### config.mk
export PLATFORM = sky130hd
export DESIGN_NAME = pic8_ctrl
export DESIGN_NICKNAME = d
export VERILOG_FILES = /design/src/rtl/pic8_pkg.sv /design/src/rtl/pic8_cfg.sv /design/src/rtl/pic8_svc.sv /design/src/rtl/pic8_ctrl.sv
export SDC_FILE = /design/constraint.sdc
export NUM_CORES = 1
export LEC_CHECK = 0
export BUFFER_PORTS_ARGS = -buffer_cell sky130_fd_sc_hd__buf_2
export CELL_PAD_IN_SITES_DETAIL_PLACEMENT = 0
export CELL_PAD_IN_SITES_GLOBAL_PLACEMENT = 1
export CORE_MARGIN = 5
export CORE_UTILIZATION = 46
export DETAILED_ROUTE_END_ITERATION = 6
export HOLD_SLACK_MARGIN = 0.06
export PLACE_DENSITY_LB_ADDON = 0.1
export SLEW_MARGIN = 10
export SYNTH_ARGS = -nofsm -noshare
export SYNTH_HDL_FRONTEND = slang
export SYNTH_SLANG_ARGS = --single-unit
### constraint.sdc
create_clock -name clk -period 6.54 [get_ports clk]
set_input_delay 0.654 -clock clk [delete_from_list [all_inputs] [get_ports clk]]
set_output_delay 0.654 -clock clk [all_outputs]
set_load 0.02 [all_outputs]
### src/rtl/pic8_pkg.sv
package pic8_pkg;
  localparam int NLVL  = 8;
  localparam int LVL_W = $clog2(NLVL);

  typedef enum logic [1:0] {SQ_RESET, SQ_W2, SQ_W4, SQ_READY} seq_t;

  // command codes carried in bits 7:5 of an address-0 command byte
  localparam logic [2:0] CMD_NSP     = 3'b001;
  localparam logic [2:0] CMD_NSP_ROT = 3'b101;
  localparam logic [2:0] CMD_SP      = 3'b011;
  localparam logic [2:0] CMD_SP_ROT  = 3'b111;
  localparam logic [2:0] CMD_SETLOW  = 3'b110;
  localparam logic [2:0] CMD_NOP     = 3'b010;

  // Highest-ranked set bit of 'bits', searching lowest+1, lowest+2, ... mod NLVL.
  // Returns {found, level}.
  function automatic logic [LVL_W:0] top_level(input logic [NLVL-1:0] bits,
                                               input logic [LVL_W-1:0] lowest);
    logic [LVL_W:0]   r;
    logic [LVL_W-1:0] l;
    r = '0;
    for (int i = NLVL; i >= 1; i--) begin
      l = lowest + LVL_W'(i);
      if (bits[l]) r = {1'b1, l};
    end
    return r;
  endfunction

  function automatic logic [7:0] poll_code(input logic [NLVL-1:0] bits,
                                           input logic [LVL_W-1:0] lowest);
    logic [LVL_W:0] t;
    t = top_level(bits, lowest);
    return t[LVL_W] ? (8'h80 | 8'(t[LVL_W-1:0])) : 8'h00;
  endfunction
endpackage

### src/rtl/pic8_cfg.sv
module pic8_cfg
  import pic8_pkg::*;
(
  input  logic              clk,
  input  logic              rst_n,
  input  logic              wr,
  input  logic              rd,
  input  logic              addr,
  input  logic [7:0]        wdata,
  input  logic [NLVL-1:0]   isr,
  output logic              ready,
  output logic              uninit,
  output logic [NLVL-1:0]   mask,
  output logic              rd_isr,
  output logic              poll_on,
  output logic [LVL_W-1:0]  lowest,
  output logic              err,
  output logic [NLVL-1:0]   eoi_clr
);
  seq_t st_q;
  logic single_q, need4_q;

  logic is_init, is_ocw3, is_cmd;
  logic [2:0] cmd;
  logic [LVL_W:0] nsp;

  assign is_init = wr && !addr && wdata[4];
  assign is_ocw3 = wr && !addr && !wdata[4] && wdata[3];
  assign is_cmd  = wr && !addr && !wdata[4] && !wdata[3];
  assign cmd     = wdata[7:5];
  assign nsp     = top_level(isr, lowest);
  assign ready   = (st_q == SQ_READY);
  assign uninit  = (st_q == SQ_RESET);

  always_comb begin
    eoi_clr = '0;
    if (is_cmd) begin
      case (cmd)
        CMD_NSP, CMD_NSP_ROT: if (nsp[LVL_W]) eoi_clr[nsp[LVL_W-1:0]] = 1'b1;
        CMD_SP, CMD_SP_ROT:   eoi_clr[wdata[LVL_W-1:0]] = 1'b1;
        default:              eoi_clr = '0;
      endcase
    end
  end

  always_ff @(posedge clk) begin
    if (!rst_n) begin
      st_q     <= SQ_RESET;
      single_q <= 1'b0;
      need4_q  <= 1'b0;
      mask     <= '0;
      rd_isr   <= 1'b0;
      poll_on  <= 1'b0;
      lowest   <= LVL_W'(NLVL - 1);
      err      <= 1'b0;
    end else begin
      if (poll_on && rd && !addr && (isr == '0)) poll_on <= 1'b0;
      if (is_init) begin
        single_q <= wdata[1];
        need4_q  <= wdata[0];
        st_q     <= SQ_W2;
        rd_isr   <= 1'b0;
        poll_on  <= 1'b0;
        lowest   <= LVL_W'(NLVL - 1);
        err      <= 1'b0;
      end else if (wr && addr) begin
        case (st_q)
          SQ_RESET: err <= 1'b1;
          SQ_W2: begin
            if (single_q) st_q <= need4_q ? SQ_W4 : SQ_READY;
            else begin
              err  <= 1'b1;
              st_q <= SQ_RESET;
            end
          end
          SQ_W4: begin
            if (wdata[1] || wdata[3] || wdata[4]) err <= 1'b1;
            else st_q <= SQ_READY;
          end
          SQ_READY: mask <= wdata;
          default:  st_q <= SQ_RESET;
        endcase
      end else if (is_ocw3) begin
        if (wdata[6])      err     <= 1'b1;
        else if (wdata[2]) poll_on <= 1'b1;
        else if (wdata[1]) rd_isr  <= wdata[0];
      end else if (is_cmd) begin
        case (cmd)
          CMD_NSP_ROT:            if (nsp[LVL_W]) lowest <= nsp[LVL_W-1:0];
          CMD_SP_ROT, CMD_SETLOW: lowest <= wdata[LVL_W-1:0];
          3'b000, 3'b100:         err <= 1'b1;
          default:                err <= err;
        endcase
      end
    end
  end
endmodule

### src/rtl/pic8_svc.sv
module pic8_svc
  import pic8_pkg::*;
(
  input  logic              clk,
  input  logic              rst_n,
  input  logic [NLVL-1:0]   req,
  input  logic              ready,
  input  logic [NLVL-1:0]   mask,
  input  logic [LVL_W-1:0]  lowest,
  input  logic [NLVL-1:0]   clr,
  input  logic              ack,
  output logic [NLVL-1:0]   isr,
  output logic [NLVL-1:0]   acc,
  output logic              cpu_int
);
  logic [NLVL-1:0]  prev_q, rise, isr_nx;
  logic [LVL_W-1:0] pend_q;
  logic [LVL_W:0]   top;
  logic             raise;

  assign rise   = req & ~prev_q;
  assign acc    = ready ? (rise & ~mask) : '0;
  assign isr_nx = (isr & ~clr) | acc;   // a new accept wins over a clear
  assign top    = top_level(isr_nx, lowest);
  assign raise  = top[LVL_W] && acc[top[LVL_W-1:0]];

  always_ff @(posedge clk) begin
    if (!rst_n) begin
      prev_q  <= '0;
      isr     <= '0;
      pend_q  <= '0;
      cpu_int <= 1'b0;
    end else begin
      prev_q <= req;
      isr    <= isr_nx;
      if (raise) begin
        cpu_int <= 1'b1;
        pend_q  <= top[LVL_W-1:0];
      end else if (ack || !isr_nx[pend_q]) begin
        cpu_int <= 1'b0;
      end
    end
  end
endmodule

### src/rtl/pic8_ctrl.sv
module pic8_ctrl
  import pic8_pkg::*;
#(
  parameter logic [2:0] CPU_LEVEL = 3'd1,
  parameter logic [7:0] VECTOR    = 8'h00
) (
  input  logic       clk,
  input  logic       rst_n,
  input  logic       reg_addr,
  input  logic       reg_wr,
  input  logic       reg_rd,
  input  logic [7:0] wr_data,
  output logic [7:0] rd_data,
  input  logic [7:0] irq_req,
  input  logic       int_ack,
  output logic       cpu_int,
  output logic       autovec,
  output logic [2:0] cpu_level,
  output logic [7:0] vector,
  output logic       cfg_err
);
  logic             seq_ready, seq_uninit, rd_isr, poll_on;
  logic [NLVL-1:0]  mask, isr, acc, eoi_clr;
  logic [LVL_W-1:0] lowest;

  pic8_cfg u_cfg (
    .clk(clk), .rst_n(rst_n), .wr(reg_wr), .rd(reg_rd), .addr(reg_addr),
    .wdata(wr_data), .isr(isr), .ready(seq_ready), .uninit(seq_uninit),
    .mask(mask), .rd_isr(rd_isr), .poll_on(poll_on), .lowest(lowest),
    .err(cfg_err), .eoi_clr(eoi_clr)
  );

  pic8_svc u_svc (
    .clk(clk), .rst_n(rst_n), .req(irq_req), .ready(seq_ready), .mask(mask),
    .lowest(lowest), .clr(eoi_clr), .ack(int_ack), .isr(isr), .acc(acc),
    .cpu_int(cpu_int)
  );

  always_comb begin
    if (reg_addr)     rd_data = mask;
    else if (poll_on) rd_data = poll_code(isr, lowest);
    else if (rd_isr)  rd_data = isr;
    else              rd_data = irq_req;
  end

  assign autovec   = 1'b1;
  assign cpu_level = CPU_LEVEL;
  assign vector    = VECTOR;
endmodule

Word level (Yosys, flattened, before mapping)
Cells that the tools add are included.
{"block": "word_totals", "latch_bits": 0, "out_inout_bits": 22, "ff_bits": 38, "mem_count": 0, "rom_bits": 0, "ramBits": 0, "elab_cells": 192}
{"block": "op_classes", "bitwise": 13, "n_reduce_logical": 40, "n_eq_ne": 16, "mul": 0, "n_addsub": 7, "n_div": 0, "shift": 0, "magnitude_cmp": 14, "mux": 89}
{"operator": "two-way mux 4 bit", "count": 18}
{"operator": "two-way mux 8 bit", "count": 7}
{"operator": "binary-select mux 1 bit (select 3 bit)", "count": 18}
{"operator": "< comparator 3 x 4 -> 1 bit, second input constant", "count": 12}
{"operator": "two-way mux 1 bit", "count": 37}
{"operator": "bitwise AND 8 bit", "count": 3}
{"operator": "inverter 8 bit", "count": 3}
{"operator": "one-hot mux 8 bit (2 select lines)", "count": 1}
{"operator": "adder 3 bit, second input constant", "count": 4}
{"operator": "equality test 3 bit, second input constant", "count": 4}
{"operator": "logical AND 1 bit", "count": 12}
{"operator": "AND reduction 5 bit", "count": 2}
{"operator": "OR reduction 2 bit", "count": 5}
{"operator": "!= test 3 bit, second input constant", "count": 3}
{"operator": "AND reduction 3 bit", "count": 3}
{"operator": "nonzero test 3 bit", "count": 3}
{"operator": "logical NOT 8 bit", "count": 1}
{"operator": "bitwise OR 8 bit", "count": 1}
{"operator": "nonzero test 2 bit", "count": 4}
{"operator": "adder 3 x 2 -> 3 bit, second input constant", "count": 2}
{"operator": "demux 1 bit (select 3 bit)", "count": 2}
{"operator": ">= comparator 3 x 1 -> 1 bit, second input constant", "count": 2}
{"operator": "inverter 1 bit", "count": 6}
{"operator": "one-hot mux 3 bit (2 select lines)", "count": 1}
{"operator": "18 further kinds", "count": 25}

Depth between registers and ports, before layout
{"block": "logic_depth", "ltp_word": 34, "ltp_mapped": 22}

By module
Synthesis repeated with hierarchy kept, for this count alone.
{"block": "unflattened", "hier_cells": 661, "area_unflattened_um2": 5562.8}
{"mod": "pic8_cfg", "cells_per_inst": 274, "instances": 1, "area_each_um2": 2199.6}
{"mod": "pic8_svc", "cells_per_inst": 210, "instances": 1, "area_each_um2": 1981.9}
{"mod": "pic8_ctrl", "cells_per_inst": 177, "instances": 1, "area_each_um2": 1381.3}

Worst setup path after synthesis
Ideal clock, no wire load.
{"block": "synth_timing", "path_kind": "register -> register", "startpoint": "register u_cfg.lowest[0]", "endpoint": "register u_svc.pend_q[2]", "path_stages_with_launch": 23, "required_ns": 6.421, "path_buffers": 5, "t_arrival_ns": 5.470, "setup_ns": 0.119, "setup_slack_ns": 0.952, "path_cell_list": "dfxtp_1 -> buf_6 -> inv_2 -> clkbuf_1 -> buf_1 -> ha_1 -> buf_6 -> buf_12 -> mux2i_1 -> mux4_2 -> o2111ai_2 -> nor2_2 -> or4_1 -> a2111o_1 -> and2_4 -> mux2_4 -> and2_4 -> a311oi_4 -> a21oi_2 -> or2_4 -> o311a_1 -> nand2b_4 -> o221a_1"}
{"block": "synth_between", "elab_chain_len": 33, "elab_cells_between_ends": 69, "cone_classes": "add/sub: 7; order compare: 2; mux: 55; bitwise: 3; reduce/logical: 2"}
{"element": "start: declaration", "line": "pic8_cfg.sv:16", "source": "output logic [LVL_W-1:0] lowest,"}
{"element": "start signal: assignment", "line": "pic8_cfg.sv:54", "source": "lowest <= LVL_W'(NLVL - 1);"}
{"element": "start signal: assignment", "line": "pic8_cfg.sv:64", "source": "lowest <= LVL_W'(NLVL - 1);"}
{"element": "start signal: assignment", "line": "pic8_cfg.sv:89", "source": "CMD_NSP_ROT: if (nsp[LVL_W]) lowest <= nsp[LVL_W-1:0];"}
{"element": "adder 3 bit / binary-select mux 1 bit (select 3 bit) (equally long branches)", "line": "pic8_pkg.sv:23, pic8_pkg.sv:24"}
{"element": "binary-select mux 1 bit (select 3 bit) / two-way mux 1 bit (equally long branches)", "line": "pic8_pkg.sv:24", "source": "if (bits[l]) r = {1'b1, l};"}
{"element": "two-way mux 1 bit (implied by the code) / two-way mux 4 bit (equally long branches)", "line": "pic8_pkg.sv:24"}
{"element": "two-way mux 4 bit (7 in series)", "line": "pic8_pkg.sv:24"}
{"element": "< comparator 3 x 4 -> 1 bit (implied by the code) / >= comparator 3 x 1 -> 1 bit (equally long branches)", "line": "pic8_cfg.sv:39", "source": "CMD_NSP, CMD_NSP_ROT: if (nsp[LVL_W]) eoi_clr[nsp[LVL_W-1:0]] = 1'b1;"}
{"element": "logical AND 1 bit (implied by the code)", "line": "pic8_cfg.sv:39"}
{"element": "two-way mux 1 bit (implied by the code)", "line": "pic8_cfg.sv:39"}
{"element": "demux 1 bit (select 3 bit)"}
{"element": "[5 not listed]"}
{"element": "bitwise OR 8 bit", "line": "pic8_svc.sv:23", "source": "assign isr_nx = (isr & ~clr) | acc;"}
{"element": "binary-select mux 1 bit (select 3 bit)", "line": "pic8_pkg.sv:24"}
{"element": "two-way mux 1 bit (implied by the code)", "line": "pic8_pkg.sv:24"}
{"element": "two-way mux 4 bit (7 in series)", "line": "pic8_pkg.sv:24"}
{"element": "two-way mux 4 bit *", "line": "pic8_pkg.sv:24"}
{"element": "binary-select mux 1 bit (select 3 bit)", "line": "pic8_svc.sv:25", "source": "assign raise = top[LVL_W] && acc[top[LVL_W-1:0]];"}
{"element": "two-way mux 1 bit (implied by the code)", "line": "pic8_svc.sv:25"}
{"element": "logical AND 1 bit", "line": "pic8_svc.sv:25"}
{"element": "end signal: assignment", "line": "pic8_svc.sv:38", "source": "pend_q <= top[LVL_W-1:0];"}
{"element": "end: declaration", "line": "pic8_svc.sv:17", "source": "logic [LVL_W-1:0] pend_q;"}
Mark *: on every way between the ends. The rest lies on a longest branch, timed or not. The select of a mux whose other input is x is not followed.
A chain may end at the register's enable or synchronous reset.

Worst setup path after layout
Same ends and word-level chain as after synthesis.

==> results by group <==
GRT
  • Vias in the first global route: ~4900
  • Largest net degree at the start of global routing: 35
  • Global-route wire length before repair: ~26000 um
  • Grt met3 use: approximately 2.4%
  • Met2 usage: between 40% and 50%
  • Global-route met1 utilization: between 30% and 40%
  • Grt peak-use layer: met2
  • Initial antenna violation count: 0
  • GR Overflow Total: 0
  • GRT Overall Usage: between 20% and 30%

Yosys
  • Synth area leaders: dfxtp_1 (16%), mux2i_1 (8.8%), mux4_2 (6.5%), nand2_1 (4.1%), o21ai_0 (3.5%)
  • Synth Cell Area: 4880 sq um
  • Multiplexer share of the synthesized area: 18.5%
  • Adder-cell share of the synthesized area: around 1.5%
  • Synth async-reset ratio: 0%
  • Main combinational cell family by area after synthesis: compound AO/OA/AOI/OAI gates
  • Seq cells post-synth: 38
  • Post-synthesis simple-gate area fraction: 26.9%
  • Post-synthesis sequential area ratio: between 10% and 20%
  • Top cell type's share of synthesized area: around 16%
  • Synth Flop Type: dfxtp_1
  • Synthesis Warnings: 0
  • Yosys top cell by area: dfxtp_1
  • Synth Area per Inst: slightly below 8 sq um
  • Syn Inst Count: 615
  • Synth Area in XOR/XNOR: 1.05%
  • Synth Area in Compound Gates: roughly 29%
  • EDFF count, synth: 0
  • Yosys cell types: 93

Clock tree
  • Clk Latency, worst-skew pair: 0.30 ns
  • Worst-path clk slew: ~0.090 ns
  • CTS tree: yes
  • Num CTS Buffers: 5
  • H-tree depth: 2
  • Post_cts resized: 0
  • Hold_buf cts: 0
  • CTS Buffer Depth: 2
  • Setup Fix Bufs, Post-CTS: 0
  • Clock root cell: clkbuf_8
  • Sink Count: 38

Critical path
  • CP Data Required Time: about 6.7 ns
  • Critical-path maximum fanout: 30
  • Worst EP arrival: 6.28 ns
  • CP bufs+invs: 2
  • Family with the most delay on the worst path: compound AO/OA/AOI/OAI gates
  • Startpoint Class: flip-flop
  • Critical R2R Launch: u_cfg.lowest[0]
  • Critical path origin: u_cfg.lowest[0]
  • Max incr delay on CP: around 0.66 ns
  • CP Cell Sequence: inv_2, ha_1, buf_4, mux2_2, o311ai_0, o21ai_0, o31ai_4, o211ai_1, a32o_1, a311o_1, a2111oi_2, a22oi_1, nand2_1, nor2_1, o311a_1, nand2b_4, o221a_1
  • Critical path capture point type: flip-flop
  • Crit-path slowest cell: dfxtp_2
  • Critical path type: reg -> reg

Hold path
  • Min-Delay Path Class: reg -> reg
  • HP Start: u_cfg.err

Flow run
  • Max Cap Violations: 0

Layout
  • Nets: between 600 and 700
  • Share of cells above drive strength 1: 15.2%
  • Core Util, Final: 50.1%
  • Final instance area: between 5000 and 6000 sq um
  • Area growth syn-to-layout: 5.87%
  • Total inserted antenna cells: 0

Run status
  • Status: complete, no violations

Timing
  • Unrepaired setup endpoints after global routing: no
  • Fmax: approximately 0.16 GHz
  • Fin. max-slew vios: 0
  • Setup TNS: 0 ns
  • Minimum clock period: just over 6 ns
  • Final Hold Viols: 0
  • Layout Skew: around 0.013 ns
  • Tcrit/Tclk final: between 90% and 100%
  • Slew headroom: 34.6%
  • Slew @ Worst Pin: between 0.9 and 1 ns
  • Final setup fails: 0

Floorplan
  • Core area: 10300 sq um
  • Ports: between 40 and 50
  • Die width: 113 um
  • Die Ht: around 110 um
  • Starting Density: a little under half
  • Die area: roughly 13000 sq um
  • Num rows: 37

Route
  • Iter 0 DRT Violations: 401
  • Via density: between 6 and 7
  • DRT antenna net count: 0
  • Routed WL: between 15000 and 20000 um
  • DR DRC count: 0
  • TritonRoute pass-1 iters: 5
  • Via count: about 5000
  • WL per Instance: around 22 um

Pwr
  • Max rail drop VDD: 0.147 mV
  • Pleak: 1.97 nW
  • Pwr/cell area: 113 nW/um^2

Placement
  • DP Area: roughly 5000 sq um
  • Post-DP HPWL: 12400 um
  • RD Place Congestion: roughly 0.90
  • IO Port Bufs: 31
-- synth_stat cells (5+ instances only) --
master      n
a211oi_1    6
a21oi_1    29
a221oi_1    5
a22oi_1     8
a2bb2oi_1   5
a31oi_1     7
and2_1     22
and3_1      7
buf_2       6
buf_4      12
clkbuf_1   29
dfxtp_1    38
ha_1        6
inv_1      13
mux2_1      6
mux2i_1    43
mux4_2     14
nand2_1    53
nand3_1    11
nand4_1     5
nor2_1     44
nor2b_1    18
nor3_1     28
nor3b_1     5
nor4_1     12
nor4bb_1    8
o211ai_1    7
o21ai_0    34
o21ai_1     5
o31ai_1     8
-- cell type report --
cell class,count,area [sq um]
timing repair buffer,43,245
clock buffer,6,82.6
clock inverter,2,60.1
sequential,38,762
inverter,15,56.3
fill,1044,5150
multi-input combinational,516,3790
tap,136,170
-- layout by cell type, fill, tap and decap left out, types with 6 or more instances in the layout --
master / netlist / final
a211oi_1: 6 / 6
a21oi_1: 29 / 29
a22oi_1: 8 / 8
a31oi_1: 7 / 7
and2_1: 22 / 22
and3_1: 7 / 7
buf_2: 6 / 31
buf_4: 12 / 12
clkbuf_8: 0 / 6
conb_1: 2 / 12
dfxtp_1: 38 / 37
ha_1: 6 / 6
inv_1: 13 / 13
mux2_1: 6 / 6
mux2i_1: 43 / 43
mux4_2: 14 / 14
nand2_1: 53 / 53
nand3_1: 11 / 11
nor2_1: 44 / 44
nor2b_1: 18 / 18
nor3_1: 28 / 28
nor4_1: 12 / 12
nor4bb_1: 8 / 8
o211ai_1: 7 / 7
o21ai_0: 34 / 34
o31ai_1: 8 / 8
-- worst paths after layout --
kind                                        end  slack, ns  cells after the start
worst max register to register  u_svc.pend_q[2]       0.45                     17
worst max-delay path            u_svc.pend_q[2]       0.45                     17
worst min register to register        u_cfg.err       0.48                      2
worst min-delay path                  u_cfg.err       0.48                      2
-- sequential cells by signal, indices dropped and copies added (netlist names) --
signal and flops:
u_cfg.lowest 3, u_cfg.err 1, u_cfg.st_q 2, u_cfg.rd_isr 1, u_svc.isr 8, u_cfg.poll_on 1
u_svc.cpu_int 1, u_svc.prev_q 8, u_svc.pend_q 3, u_cfg.single_q 1, u_cfg.need4_q 1, u_cfg.mask 8
-- metrics by stage --
stage                     hold slack [ns]  total power [mW]  setup slack [ns]  std cells
after global routing                0.521             0.607            0.0226        756
after detailed placement            0.461             0.337             0.535        748
after global placement              0.449             0.336             0.649        748
after floorplan                     0.457             0.315             0.952        625
final                               0.483             0.585             0.451        756
after CTS                           0.488             0.587             0.521        756
-- power by group --
part / internal, mW / total, mW / switching [mW]
clock network: 0.163 / 0.251 / 0.0884
logic: 0.0333 / 0.0940 / 0.0607
registers: 0.236 / 0.240 / 0.00355
total: 0.432 / 0.585 / 0.153
-- layer usage --
metal / part of all wire, % / vias up
li1: - / 2373
met1: 43 / 2459
met2: 47 / 260
met3: 7.3 / 43
met4: 3.3 / 0
met5: 0 / -
-- worst min-delay path, cell delays in order (launching register included) --
cell and delay [ns]:
dfxtp_1 0.33, a21oi_1 0.04, nor2_1 0.08
-- cells by family (layout without fill, tap and decap cells) --
group                      count (synthesis)  after routing
AOI/OAI and AO/OA                        186            186
xor gates and xnor gates                   5              5
DFF                                       38             38
and+or+nand+nor                          238            238
other                                      2             12
muxes                                     69             69
adders and majority gates                  6              6
buffers and inverters                     71             66
No activity file was read; power rests on OpenSTA's default activity.
